$ cat src/rtl/wl_pkg.sv
package wl_pkg;

    typedef enum logic [2:0] {
        ST_IDLE,
        ST_DRAW,
        ST_HEAD_RD,
        ST_HEAD_CAP,
        ST_WALK_RD,
        ST_WALK_WR,
        ST_TAIL_WR,
        ST_COMMIT
    } wl_state_e;

    function automatic logic [31:0] lfsr_taps(input int width);
        case (width)
            8:       return 32'h0000_00B8;
            16:      return 32'h0000_B400;
            24:      return 32'h00E1_0000;
            default: return 32'h8020_0003;
        endcase
    endfunction

endpackage

$ cat src/rtl/wl_lfsr.sv
module wl_lfsr #(
    parameter int          WIDTH = 16,
    parameter logic [31:0] SEED  = 32'h0000_ACE1
) (
    input  logic             clk,
    input  logic             rst_n,
    input  logic             step,
    output logic [WIDTH-1:0] value
);
    import wl_pkg::*;

    localparam logic [WIDTH-1:0] TAPS  = WIDTH'(lfsr_taps(WIDTH));
    localparam logic [WIDTH-1:0] START = (WIDTH'(SEED) == '0) ? WIDTH'(1) : WIDTH'(SEED);

    logic [WIDTH-1:0] state_q;
    logic [WIDTH-1:0] state_d;

    generate
        if (WIDTH == 8 || WIDTH == 16 || WIDTH == 24 || WIDTH == 32) begin : g_galois
            always_comb begin
                state_d = state_q >> 1;
                if (state_q[0]) begin
                    state_d = state_d ^ TAPS;
                end
            end
        end else begin : g_unsupported
            always_comb begin
                state_d = {state_q[0] ^ state_q[WIDTH-1], state_q[WIDTH-1:1]};
            end
        end
    endgenerate

    always_ff @(posedge clk or negedge rst_n) begin
        if (!rst_n) begin
            state_q <= START;
        end else if (step) begin
            state_q <= state_d;
        end
    end

    assign value = state_q;

endmodule

$ cat src/rtl/wl_period_timer.sv
module wl_period_timer #(
    parameter int PERIOD = 1000000
) (
    input  logic clk,
    input  logic rst_n,
    input  logic run,
    output logic tick
);
    localparam int CW = (PERIOD > 1) ? $clog2(PERIOD) : 1;
    localparam logic [CW-1:0] LAST = CW'(PERIOD - 1);

    logic [CW-1:0] cnt_q;

    assign tick = run && (cnt_q == LAST);

    always_ff @(posedge clk or negedge rst_n) begin
        if (!rst_n) begin
            cnt_q <= '0;
        end else if (!run || tick) begin
            cnt_q <= '0;
        end else begin
            cnt_q <= cnt_q + CW'(1);
        end
    end

endmodule

$ cat src/rtl/wl_rotate_engine.sv
module wl_rotate_engine #(
    parameter int ADDR_W = 6,
    parameter int DATA_W = 16
) (
    input  logic                     clk,
    input  logic                     rst_n,
    input  logic                     tick,
    input  logic [ADDR_W-1:0]        rnd,
    output logic                     rnd_step,
    input  logic [DATA_W-1:0]        mem_rdata,
    output logic                     eng_en,
    output logic                     eng_we,
    output logic [ADDR_W-1:0]        eng_addr,
    output logic [DATA_W-1:0]        eng_wdata,
    output logic                     commit,
    output logic [ADDR_W-1:0]        delta,
    output logic [ADDR_W-1:0]        chain_idx,
    output logic [ADDR_W-1:0]        chain_last,
    output wl_pkg::wl_state_e        state
);
    import wl_pkg::*;

    wl_state_e          state_q;
    wl_state_e          state_d;
    logic [ADDR_W-1:0]  delta_q;
    logic [ADDR_W-1:0]  last_q;
    logic [ADDR_W-1:0]  idx_q;
    logic [ADDR_W-1:0]  ptr_q;
    logic [DATA_W-1:0]  carry_q;
    logic [ADDR_W-1:0]  rnd_lowbit;

    assign rnd_lowbit = rnd & (~rnd + ADDR_W'(1));

    // state register
    always_ff @(posedge clk or negedge rst_n) begin
        if (!rst_n) begin
            state_q <= ST_IDLE;
        end else begin
            state_q <= state_d;
        end
    end

    // next state
    always_comb begin
        state_d = state_q;
        unique case (state_q)
            ST_IDLE:     if (tick) state_d = ST_DRAW;
            ST_DRAW:     if (rnd != '0) state_d = ST_HEAD_RD;
            ST_HEAD_RD:  state_d = ST_HEAD_CAP;
            ST_HEAD_CAP: state_d = ST_WALK_RD;
            ST_WALK_RD:  state_d = (ptr_q == idx_q) ? ST_TAIL_WR : ST_WALK_WR;
            ST_WALK_WR:  state_d = ST_WALK_RD;
            ST_TAIL_WR:  state_d = (idx_q == last_q) ? ST_COMMIT : ST_HEAD_RD;
            ST_COMMIT:   state_d = ST_IDLE;
            default:     state_d = ST_IDLE;
        endcase
    end

    // outputs
    always_comb begin
        eng_en    = 1'b0;
        eng_we    = 1'b0;
        eng_addr  = idx_q;
        eng_wdata = carry_q;
        rnd_step  = 1'b0;
        commit    = 1'b0;
        unique case (state_q)
            ST_IDLE:     ;
            ST_DRAW:     rnd_step = 1'b1;
            ST_HEAD_RD:  eng_en = 1'b1;
            ST_HEAD_CAP: ;
            ST_WALK_RD: begin
                eng_en   = (ptr_q != idx_q);
                eng_addr = ptr_q;
            end
            ST_WALK_WR: begin
                eng_en   = 1'b1;
                eng_we   = 1'b1;
                eng_addr = ptr_q;
            end
            ST_TAIL_WR: begin
                eng_en = 1'b1;
                eng_we = 1'b1;
            end
            ST_COMMIT:   commit = 1'b1;
            default:     ;
        endcase
    end

    // datapath registers
    always_ff @(posedge clk or negedge rst_n) begin
        if (!rst_n) begin
            delta_q <= '0;
            last_q  <= '0;
            idx_q   <= '0;
            ptr_q   <= '0;
            carry_q <= '0;
        end else begin
            unique case (state_q)
                ST_DRAW: begin
                    if (rnd != '0) begin
                        delta_q <= rnd;
                        last_q  <= rnd_lowbit - ADDR_W'(1);
                        idx_q   <= '0;
                    end
                end
                ST_HEAD_CAP: begin
                    carry_q <= mem_rdata;
                    ptr_q   <= idx_q + delta_q;
                end
                ST_WALK_WR: begin
                    carry_q <= mem_rdata;
                    ptr_q   <= ptr_q + delta_q;
                end
                ST_TAIL_WR: begin
                    if (idx_q != last_q) begin
                        idx_q <= idx_q + ADDR_W'(1);
                    end
                end
                default: ;
            endcase
        end
    end

    assign delta      = delta_q;
    assign chain_idx  = idx_q;
    assign chain_last = last_q;
    assign state      = state_q;

endmodule

$ cat src/rtl/wl_remapper.sv
module wl_remapper #(
    parameter int          ADDR_W = 6,
    parameter int          DATA_W = 16,
    parameter int          PERIOD = 1000000,
    parameter int          LFSR_W = 16,
    parameter logic [31:0] SEED   = 32'h0000_ACE1
) (
    input  logic              clk,
    input  logic              rst_n,
    input  logic              req_valid,
    input  logic              req_write,
    input  logic [ADDR_W-1:0] req_addr,
    input  logic [DATA_W-1:0] req_wdata,
    output logic              req_ready,
    output logic [DATA_W-1:0] rd_data,
    output logic              mem_en,
    output logic              mem_we,
    output logic [ADDR_W-1:0] mem_addr,
    output logic [DATA_W-1:0] mem_wdata,
    input  logic [DATA_W-1:0] mem_rdata,
    output logic              busy
);
    import wl_pkg::*;

    logic [LFSR_W-1:0] lfsr_val;
    logic              rnd_step;
    logic              tick;
    logic              commit;
    logic              eng_en;
    logic              eng_we;
    logic [ADDR_W-1:0] eng_addr;
    logic [DATA_W-1:0] eng_wdata;
    logic [ADDR_W-1:0] delta;
    logic [ADDR_W-1:0] chain_idx;
    logic [ADDR_W-1:0] chain_last;
    logic [ADDR_W-1:0] offset_q;
    wl_state_e         state;

    wl_lfsr #(.WIDTH(LFSR_W), .SEED(SEED)) u_lfsr (
        .clk   (clk),
        .rst_n (rst_n),
        .step  (rnd_step),
        .value (lfsr_val)
    );

    wl_period_timer #(.PERIOD(PERIOD)) u_timer (
        .clk   (clk),
        .rst_n (rst_n),
        .run   (!busy),
        .tick  (tick)
    );

    wl_rotate_engine #(.ADDR_W(ADDR_W), .DATA_W(DATA_W)) u_engine (
        .clk        (clk),
        .rst_n      (rst_n),
        .tick       (tick),
        .rnd        (lfsr_val[ADDR_W-1:0]),
        .rnd_step   (rnd_step),
        .mem_rdata  (mem_rdata),
        .eng_en     (eng_en),
        .eng_we     (eng_we),
        .eng_addr   (eng_addr),
        .eng_wdata  (eng_wdata),
        .commit     (commit),
        .delta      (delta),
        .chain_idx  (chain_idx),
        .chain_last (chain_last),
        .state      (state)
    );

    always_ff @(posedge clk or negedge rst_n) begin
        if (!rst_n) begin
            offset_q <= '0;
        end else if (commit) begin
            offset_q <= offset_q + delta;
        end
    end

    assign busy      = (state != ST_IDLE);
    assign req_ready = !busy;

    always_comb begin
        if (busy) begin
            mem_en    = eng_en;
            mem_we    = eng_we;
            mem_addr  = eng_addr;
            mem_wdata = eng_wdata;
        end else begin
            mem_en    = req_valid;
            mem_we    = req_valid && req_write;
            mem_addr  = req_addr + offset_q;
            mem_wdata = req_wdata;
        end
    end

    assign rd_data = mem_rdata;

endmodule

$ cat config.mk
export PLATFORM = sky130hd
export DESIGN_NAME = wl_remapper
export DESIGN_NICKNAME = d
export VERILOG_FILES = /design/src/rtl/wl_pkg.sv /design/src/rtl/wl_lfsr.sv /design/src/rtl/wl_period_timer.sv /design/src/rtl/wl_rotate_engine.sv /design/src/rtl/wl_remapper.sv
export SDC_FILE = /design/constraint.sdc
export NUM_CORES = 1
export LEC_CHECK = 0
export ABC_CLOCK_PERIOD_IN_PS = 4900
export BUFFER_PORTS_ARGS = -buffer_cell sky130_fd_sc_hd__buf_2
export CORE_MARGIN = 2
export CORE_UTILIZATION = 45
export DETAILED_ROUTE_END_ITERATION = 12
export PLACE_DENSITY = 0.7
export SYNTH_ARGS = -nofsm -noshare
export SYNTH_HDL_FRONTEND = slang
export SYNTH_SLANG_ARGS = --single-unit
$ cat constraint.sdc
create_clock -name clk -period 4.9 [get_ports clk]
set_clock_uncertainty 0.1 [all_clocks]
set_input_delay 0 -clock clk [delete_from_list [all_inputs] [get_ports clk]]
set_output_delay 0 -clock clk [all_outputs]
set_load 0.02 [all_outputs]
==> results of run 1 <==
[layer usage]
layer	vias up	routed length [um]
li1	1846	-
met1	1803	4740
met2	102	4830
met3	17	478
met4	0	215
met5	-	0
[synthesized netlist by cell type (all sizes together)]
master | instances | share of area [%]
a211oi | 2 | 0.31
a21o | 6 | 0.92
a21oi | 16 | 1.6
a222oi | 1 | 0.21
a22o | 5 | 0.90
a22oi | 6 | 0.92
a31o | 2 | 0.36
and2 | 2 | 0.26
and3 | 6 | 0.77
and4 | 2 | 0.36
buf | 25 | 3.4
clkbuf | 15 | 1.2
dfrtp | 77 | 39
dfstp | 8 | 4.3
fa | 3 | 1.2
ha | 17 | 4.4
inv | 13 | 1.0
mux2 | 38 | 8.8
nand2 | 72 | 5.5
nand2b | 6 | 0.77
nand3 | 13 | 1.3
nand3b | 3 | 0.46
nand4 | 6 | 0.77
nor2 | 29 | 2.2
nor2b | 6 | 0.77
nor3 | 4 | 0.41
nor3b | 1 | 0.15
nor4 | 5 | 0.77
nor4b | 2 | 0.67
nor4bb | 1 | 0.21
o2111ai | 1 | 0.18
o211ai | 1 | 0.15
o21a | 2 | 0.31
o21ai | 23 | 2.4
o21bai | 1 | 0.15
o221ai | 1 | 0.18
o31ai | 8 | 1.3
o41ai | 7 | 1.3
or3 | 6 | 0.87
or3b | 3 | 0.54
or4 | 2 | 0.38
xnor2 | 28 | 5.0
xor2 | 15 | 2.7
[per-stage QoR]
step | power (W) | hold slack [ns] | setup WS, ns
after floorplan | 0.000775 | -0.396 | 2.12
after global placement | 0.000817 | 0.132 | 1.69
after detailed placement | 0.000819 | 0.133 | 1.54
after CTS | 0.00143 | 0.203 | 1.51
after global routing | 0.00146 | 0.217 | 1.26
final | 0.00141 | 0.200 | 1.51
[layout make-up]
class,count,area share (%)
Sequential cell,85,37.6
Clock inverter,5,1.89
Tap cell,140,3.08
Clock buffer,11,2.31
Inverter,13,0.858
Multi-Input combinational cell,352,43.6
Timing Repair Buffer,103,10.7
[what timing repair did]
item,4_1_cts,5_1_grt
hold endpoints to repair,93,0
hold buffers,17,0
setup buffers,0,0
resized for setup,0,0
[worst paths after layout]
path | slack, ns | cells past startpoint | end
setup / recovery | 1.51 | 9 | u_engine.ptr_q[5]$_DFFE_PN0P_
hold / removal | 0.20 | 4 | mem_wdata[11]
setup reg to reg | 1.51 | 9 | u_engine.ptr_q[5]$_DFFE_PN0P_
hold reg to reg | 0.39 | 1 | u_timer.cnt_q[0]$_DFF_PN0_
max in group asynchronous | 3.75 | 2 | u_engine.chain_last[1]$_DFFE_PN0P_
min in group asynchronous | 0.28 | 2 | u_engine.eng_wdata[15]$_DFFE_PN0P_
[cells by family (layout without fill, tap and decap cells)]
family          count (synthesis)  count (layout)  share of synthesized area, %
flops                          85              85                          43.8
fa+ha+maj                      20              20                          5.59
compound gates                 82              82                          11.3
simple gates                  169             169                          17.3
buf+inv                        53             132                          5.59
xor+xnor                       43              43                          7.72
mux                            38              38                          8.77
[sequential cells by signal, indices dropped and copies added, names as in the netlist]
register,cells
u_timer.cnt_q,20
u_engine.eng_wdata,16
u_lfsr.value,16
offset_q,6
u_engine.chain_idx,6
u_engine.chain_last,6
u_engine.delta,6
u_engine.ptr_q,6
u_engine.state,3
[critical path, delay by kind of cell, from the launching register on]
kind                       cells  cell delay [ns]
muxes                          1             0.39
adders and majority gates      1             0.30
DFF                            1             0.64
AOI/OAI and AO/OA              3             0.63
and+or+nand+nor                4             1.26
[power by group]
part           switching (W)  internal [W]
clock               0.000253      0.000342
combinational      0.0000598     0.0000437
sequential        0.00000294      0.000708
total               0.000315       0.00109
==> results.md, run 1 <==
- Via count: about 3,800
- Antenna Diode Count: 0
- Yosys warns: 0
- RSZ-0062 raised after global routing: false
- Yosys cell types: 55
- First-pass GRT wire length: 16,800 um
- M2 GR Usage: 29.3%
- Final Hold Viols: 0
- Finished Layout Cells: 709
- GR Layer Usage met1: 24.3%
- Outcome: finished, final reports clean
- R2R Path Start: u_engine.state[2]$_DFFE_PN0P_
- Worst setup EP type: flip-flop
- Routed Antenna Nets: 0
- Die area: 11,700 um2
- Final setup vio count: 0
- Yosys reg bits: 85
- Worst EP required: 5.07 ns
- Rel. slew slack: 30.3%
- Initial antenna violation count: 0
- H-tree Lvls: 3
- VDD IR max: 0.000122 V
- Mapped cell area: 4880 um2
- Final nets: 626
- Critical path peak fanout: 17
- Final Util: 53.2%
- CP arrival: 3.55 ns
- WS Path Type: reg -> reg
- Max cap viols: 0
- CTS tree: done
- Clk pin slew, worst setup/hold paths: 0.09 ns
- Commonest non-fill, non-tap cell in the layout: buf_2
- HP Class: in -> out
- Overflow left after global routing: 0
- Iteration-0 DRC count of the detailed router: 176
- Syn Nets: 552
- Die X-Extent: roughly 110 um
- Post-Synthesis Cells: slightly below 500
- Layout cells sized above 1: 28.1%
- Root Buffer: clkbuf_8
- I/O pin count: 84
- Final period utilization: 69.1%
- FF/Latch Area: 2140 um2
- Area growth syn-to-layout: 16.6%
- Max-slew violations: 0
- Die Ht: 108 um
- Hold Startpoint: req_wdata[11]
- Rows: 38
- CTS Buf Count: 9
- Crit. Startpoint: u_engine.state[2]$_DFFE_PN0P_
- Worst slew pin tran: 1.05 ns
- Filler cells: 957
- WL final: around 10,000 um
- FMAX: roughly 0.30 GHz
- DRC errors left: 0
- WL/cell: 14.5 um
- Critical path startpoint category: flip-flop
- DRT Pass-1 Iters: 4
- Clock Latency Late Sink: between 0.3 and 0.4 ns
- Dpl hpwl: about 7100 um
- Clock Path Buffers: 2
- Sequential area share after synthesis: 43.8%
- Final Critical Period: around 3.4 ns
- Synthesized area per cell: 9.96 um2
- Area after DPL: ~5300 um2
- Routing usage on met3: 2.65%
- Commonest cells after routing, fill and taps aside: buf_2 (82), dfrtp_1 (77), nand2_1 (72)
- Largest net degree at the start of global routing: 86
- Busiest grt layer: met2
- CTS sink count: 85
- Effective utilization at floorplan: 45.6%
- PwrDens: between 200 and 250 nW/um2
- CP dominant cell by count: a211oi_1
- Leakage Power: approximately 2.8 nW
- Core ar.: 10,700 um2
- All-Layer GR Usage: 18.0%
- CP max-delay cell: dfrtp_1
- Vias in the first global route: 3,589
- Routability cong.: between 0.8 and 0.9
- Via density: 5.31
- Worst path max stage delay: 0.64 ns
- I/O Buffers: 83
- Inst Count DP: about 680
- Area of the multi-input gates: 2480 um2
- Total negative slack: 0 ns
- Crit-path cells: nor2b_1 -> nand2_1 -> mux2_2 -> ha_1 -> a211oi_1 -> nor3_1 -> or3b_1 -> o21a_1 -> a211oi_1
- Fin area: roughly 5700 um2
No activity file was read; power rests on OpenSTA's default activity.
==> run 2: changes to the inputs <==
--- a/config.mk
+++ b/config.mk
@@ -5,12 +5,12 @@
 export SDC_FILE = /design/constraint.sdc
 export NUM_CORES = 1
 export LEC_CHECK = 0
-export ABC_CLOCK_PERIOD_IN_PS = 4900
+export ABC_CLOCK_PERIOD_IN_PS = 3000
 export BUFFER_PORTS_ARGS = -buffer_cell sky130_fd_sc_hd__buf_2
 export CORE_MARGIN = 2
 export CORE_UTILIZATION = 45
 export DETAILED_ROUTE_END_ITERATION = 12
-export PLACE_DENSITY = 0.7
+export PLACE_DENSITY = 0.73
 export SYNTH_ARGS = -nofsm -noshare
 export SYNTH_HDL_FRONTEND = slang
 export SYNTH_SLANG_ARGS = --single-unit
==> constraint.sdc (replaced) <==
create_clock -name clk -period 3 [get_ports clk]
set_clock_uncertainty 0.1 [all_clocks]
set_input_delay 0 -clock clk [delete_from_list [all_inputs] [get_ports clk]]
set_output_delay 0 -clock clk [all_outputs]
set_load 0.02 [all_outputs]
==> results.md, run 2 (synthesis gave the netlist of run 1 again) <==
- Outcome: finished, final reports clean
- Max cap viols: 0
- I/O Buffers: 83
- Root Buffer: clkbuf_8
- Commonest non-fill, non-tap cell in the layout: buf_2
- DRC errors left: 0
- Critical path startpoint category: flip-flop
- Inst Count DP: 688
- PwrDens: 388 nW/um2
- Die Ht: 108 um
- DRT Pass-1 Iters: 5
- H-tree Lvls: 3
- Largest net degree at the start of global routing: 86
- Final nets: roughly 640
- Layout cells sized above 1: 30.1%
- Clk pin slew, worst setup/hold paths: 0.09 ns
- WL/cell: about 15 um
- Reg-to-Reg End: u_engine.ptr_q[5]$_DFFE_PN0P_
- Worst slew pin tran: 1.08 ns
- Critical path peak fanout: 9
- Rel. slew slack: 28.2%
- Leakage Power: approximately 2.8 nW
- WHS Path Cells: 4
- WS Path Type: reg -> reg
- CTS tree: done
- WL final: between 10,000 and 15,000 um
- Top reg by flops: u_timer.cnt_q
- All-Layer GR Usage: 18.8%
- R2R Setup Slk: 0.19 ns
- CP arrival: 2.98 ns
- HP Class: in -> out
- Worst setup EP type: flip-flop
- Clock Path Buffers: 2
- CTS sink count: 85
- Worst R2R Path Depth: 9
- R2R Path Start: u_engine.state[1]$_DFFE_PN0P_
- Routed Antenna Nets: 0
- Final setup vio count: 0
- Rows: 38
- Core ar.: roughly 11,000 um2
- Iteration-0 DRC count of the detailed router: between 200 and 250
- Die X-Extent: 108 um
- VDD IR max: 0.000336 V
- Effective utilization at floorplan: 45.6%
- Antenna Diode Count: 0
- Final Util: approximately 54%
- Final Hold Viols: 0
- Max reg flops: 20
- Commonest cells after routing, fill and taps aside: buf_2 (82), dfrtp_1 (77), nand2_1 (71)
- Filler cells: about 940
- First-pass GRT wire length: 17,500 um
- Worst EP required: between 3 and 4 ns
- Area growth syn-to-layout: 18.3%
- Final period utilization: approximately 94%
- Routability cong.: between 0.8 and 0.9
- Via count: slightly below 4,000
- Dpl hpwl: 7420 um
- Die area: between 10,000 and 15,000 um2
- Vias in the first global route: 3,767
- Hold Startpoint: req_wdata[1]
- FMAX: approximately 0.36 GHz
- Max-slew violations: 0
- Overflow left after global routing: 0
- Initial antenna violation count: 0
- Clock Latency Late Sink: 0.36 ns
- Via density: roughly 5.4
- I/O pin count: between 80 and 90
- Hold endpoint: mem_wdata[1]
- Final Critical Period: between 2 and 3 ns
- CTS Buf Count: 9
- Finished Layout Cells: 721
run 2: changes by cell type in the layout (fill, tap and decap cells not counted), sizes merged:
| cell | previous run | this run |
|---|---|---|
| buf | 86 | 98 |
| clkinv | 1 | 0 |
| inv | 14 | 15 |
| bufinv | 3 | 2 |
| clkbuf | 11 | 10 |
| clkinvlp | 0 | 2 |
run 2: power breakdown:
| part | switching (W) | internal [W] | total [W] |
|---|---|---|---|
| sequential | 0.00000495 | 0.00116 | 0.00116 |
| clock | 0.000436 | 0.000478 | 0.000914 |
| combinational | 0.0000957 | 0.0000710 | 0.000167 |
| total | 0.000536 | 0.00171 | 0.00224 |
run 2: worst max-delay path: stages (launching register included):
cell	delay (ns)
dfrtp_1	0.42
nor2b_4	0.20
nand2_2	0.17
mux2_2	0.32
ha_1	0.35
o21ai_0	0.17
o2111ai_1	0.23
or3b_1	0.42
o21a_1	0.13
a211oi_1	0.22
run 2: per-stage QoR:
step                setup slack, ns   TNS (ns)  area, um2  hold WS (ns)  power, W
floorplan                     0.224          0       4880        -0.396   0.00127
global placement             0.0713          0       5370         0.131   0.00133
detailed placement          0.00251          0       5370         0.132   0.00133
CTS                         0.00338          0       5770         0.203   0.00227
global route              -0.000572  -0.000572       5770         0.216   0.00233
finish                        0.193          0       5770         0.206   0.00224
run 2: layer usage:
layer  track usage [%]  share of wire, %  up-vias
met5                 0                 0        -
met4              6.50               2.4        0
met3              4.28               6.1       21
met2              32.6                50      143
met1              23.1                42     1868
li1                  -                 -     1868
run 2: worst max-delay path by stage:
stage                                   from                             to  slack [ns]  cells after the start
3_5_place_dp   u_engine.state[1]$_DFFE_PN0P_  u_engine.ptr_q[5]$_DFFE_PN0P_       0.003                      9
6_report       u_engine.state[1]$_DFFE_PN0P_  u_engine.ptr_q[5]$_DFFE_PN0P_        0.19                      9
5_1_grt        u_engine.state[1]$_DFFE_PN0P_  u_engine.ptr_q[5]$_DFFE_PN0P_     -0.0006                      9
2_1_floorplan  u_engine.state[2]$_DFFE_PN0P_  u_engine.ptr_q[5]$_DFFE_PN0P_        0.22                     10
4_1_cts        u_engine.state[1]$_DFFE_PN0P_  u_engine.ptr_q[5]$_DFFE_PN0P_       0.003                      9
3_3_place_gp   u_engine.state[1]$_DFFE_PN0P_  u_engine.ptr_q[5]$_DFFE_PN0P_        0.07                      9
run 2: final cells by class:
class	count	area [um2]	area share (%)
Clock buffer	10	128	2.21
Clock inverter	6	95.1	1.65
Inverter	13	48.8	0.845
Multi-Input combinational cell	352	2490	43.1
Sequential cell	85	2140	37.0
Tap cell	140	175	3.03
Timing Repair Buffer	115	701	12.1
run 2: what timing repair did:
action,4_1_cts,5_1_grt
gates resized for setup,1,2
hold buffers,17,0
setup endpoints to repair,1,2
endpoints found under the hold margin,93,0
buffers inserted,0,0
==> run 3: changes to the inputs <==
--- a/config.mk
+++ b/config.mk
@@ -10,7 +10,7 @@
 export CORE_MARGIN = 2
 export CORE_UTILIZATION = 45
 export DETAILED_ROUTE_END_ITERATION = 12
-export PLACE_DENSITY = 0.73
+export PLACE_DENSITY = 0.68
 export SYNTH_ARGS = -nofsm -noshare
 export SYNTH_HDL_FRONTEND = slang
 export SYNTH_SLANG_ARGS = --single-unit
==> results.md, run 3 (synthesis gave the netlist of run 1 again) <==
- Critical path peak fanout: 9
- Switching Power: roughly 0.00051 W
- Die area: ~12,000 um2
- Final setup vio count: 0
- Outcome: finished, final reports clean
- First-pass GRT wire length: 16,600 um
- RSZ-0062 raised after global routing: false
- Critical path's top delay family: simple AND/OR/NAND/NOR gates
- Critical Path Sink: u_engine.ptr_q[5]$_DFFE_PN0P_
- Die X-Extent: 108 um
- Worst path max stage delay: between 0.4 and 0.5 ns
- I/O pin count: between 80 and 90
- Core ar.: 10,700 um2
- Worst slew pin tran: between 0.6 and 0.7 ns
- R2R Path Start: u_engine.state[1]$_DFFE_PN0P_
- HP Class: in -> async
- Worst R2R Path Depth: 9
- Area growth syn-to-layout: 18.4%
- Worst EP required: 3.16 ns
- Dpl hpwl: 7310 um
- Leakage Power: 2.81 nW
- DRT Pass-1 Iters: 4
- Vias in the first global route: 3,591
- CP max-delay cell: dfrtp_1
- Clock power share: 41.9%
- CP Depth: 9
- Antenna Diode Count: 0
- WS Path Type: reg -> reg
- Internal: 0.00178 W
- Via count: 3,799
- Final Util: between 50% and 60%
- Area of the multi-input gates: 2490 um2
- I/O Buffers: 83
- Crit-path cells: nor2b_4 -> nand2_2 -> mux2_2 -> ha_1 -> o21ai_0 -> o2111ai_1 -> or3b_1 -> o21a_1 -> a211oi_1
- Routed Antenna Nets: 0
- Root Buffer: clkbuf_8
- Filler cells: around 930
- Top reg by flops: u_timer.cnt_q
- Overflow left after global routing: 0
- Power share of the combinational group: 7.4%
- CTS Buf Count: 9
- CTS sink count: 85
- PwrDens: 397 nW/um2
- Largest net degree at the start of global routing: 32
- Crit. Startpoint: u_engine.state[1]$_DFFE_PN0P_
- DRC errors left: 0
- Via density: 5.28
- CP arrival: 2.93 ns
- Commonest cells after routing, fill and taps aside: buf_2 (82), dfrtp_1 (77), nand2_1 (71)
- H-tree Lvls: 3
- Rel. slew slack: 57.6%
- Clk pin slew, worst setup/hold paths: 0.09 ns
- Clock Latency Late Sink: around 0.36 ns
- Final nets: ~640
- Clock Path Buffers: 2
- FF/Latch Area: about 2100 um2
- WL final: between 10,000 and 15,000 um
- Routability cong.: 0.805
- Max reg flops: 20
- Iteration-0 DRC count of the detailed router: 193
- Rows: 38
- Buffers and inverters on the worst path: 0
- Commonest non-fill, non-tap cell in the layout: buf_2
- VDD IR max: 0.000317 V
- Max cap viols: 0
- All-Layer GR Usage: 17.9%
- Die Ht: 108 um
- WL/cell: 14.3 um
- Total negative slack: 0 ns
- Critical path startpoint category: flip-flop
- Register share of total power: between 50% and 60%
- Max-slew violations: 0
- Reg-to-Reg End: u_engine.ptr_q[5]$_DFFE_PN0P_
- Post-CTS Setup Bufs: 0
- Final period utilization: 92.5%
- Initial antenna violation count: 0
- Final Critical Period: 2.77 ns
- Effective utilization at floorplan: 45.6%
- Final Hold Viols: 0
- Switching part of the total: 22.1%
- Layout cells sized above 1: 29.9%
- Worst setup EP type: flip-flop
- CTS tree: done
- FMAX: 0.360 GHz
- R2R Setup Slk: approximately 0.23 ns
-- run 3: changes by cell type in the layout (fill, tap and decap cells not counted) --
cell	before	now
inv_6	1	0
clkinv_4	0	2
inv_8	1	0
clkinvlp_4	2	0
bufinv_16	2	3
buf_4	16	14
clkinv_2	0	1
-- run 3: worst min-delay path by stage --
| stage | from | to | slack [ns] |
|---|---|---|---|
| floorplan | rst_n | offset_q[0]$_DFFE_PN0N_ | -0.40 |
| global placement | rst_n | u_timer.cnt_q[18]$_DFF_PN0_ | -0.15 |
| detailed placement | rst_n | u_timer.cnt_q[18]$_DFF_PN0_ | -0.15 |
| CTS | rst_n | u_engine.eng_wdata[5]$_DFFE_PN0P_ | 0.01 |
| global route | rst_n | u_engine.eng_wdata[5]$_DFFE_PN0P_ | 0.04 |
| finish | rst_n | u_engine.eng_wdata[5]$_DFFE_PN0P_ | 0.008 |
-- run 3: per-stage QoR --
stage | hold WS, ns | cell area, um2 | total power [W] | std cells | setup WS, ns
floorplan | -0.396 | 4880 | 0.00127 | 490 | 0.224
global placement | -0.148 | 5360 | 0.00134 | 686 | 0.0669
detailed placement | -0.148 | 5360 | 0.00134 | 686 | -0.0691
CTS | 0.0106 | 5770 | 0.00232 | 719 | 0.000895
global route | 0.0400 | 5780 | 0.00238 | 719 | 0.0862
finish | 0.00824 | 5780 | 0.00229 | 719 | 0.225
-- run 3: cell type report --
type / instances / share of cell area (%)
multi-input cells: 352 / 43.1
clock buffers: 10 / 2.21
flip-flops and latches: 85 / 37.0
inverters: 13 / 0.845
repair buffers: 113 / 11.9
clock inverters: 6 / 1.95
well taps: 140 / 3.03
-- run 3: repair_timing --
item | 4_1_cts | 5_1_grt
pin swaps | 0 | 0
resized for setup | 1 | 2
endpoints found under the hold margin | 93 | 0
cloned | 0 | 0
hold buffers | 17 | 0
endpoints found under the setup margin | 1 | 1
-- run 3: layer usage --
layer | part of all wire, % | vias up | track usage, %
met4 | 0.89 | 0 | 5.13
met3 | 5.4 | 12 | 3.80
li1 | - | 1878 | -
met2 | 49 | 97 | 31.9
met1 | 44 | 1812 | 21.8
met5 | 0 | - | 0
-- run 3: power groups by stage --
stage | clock (W) | sequential (W) | combinational, W
global route | 0.00103 | 0.00116 | 0.000187
finish | 0.000961 | 0.00116 | 0.000169
floorplan | 0 | 0.00118 | 0.0000838
detailed placement | 0 | 0.00118 | 0.000155
global placement | 0 | 0.00118 | 0.000153
CTS | 0.000987 | 0.00116 | 0.000172
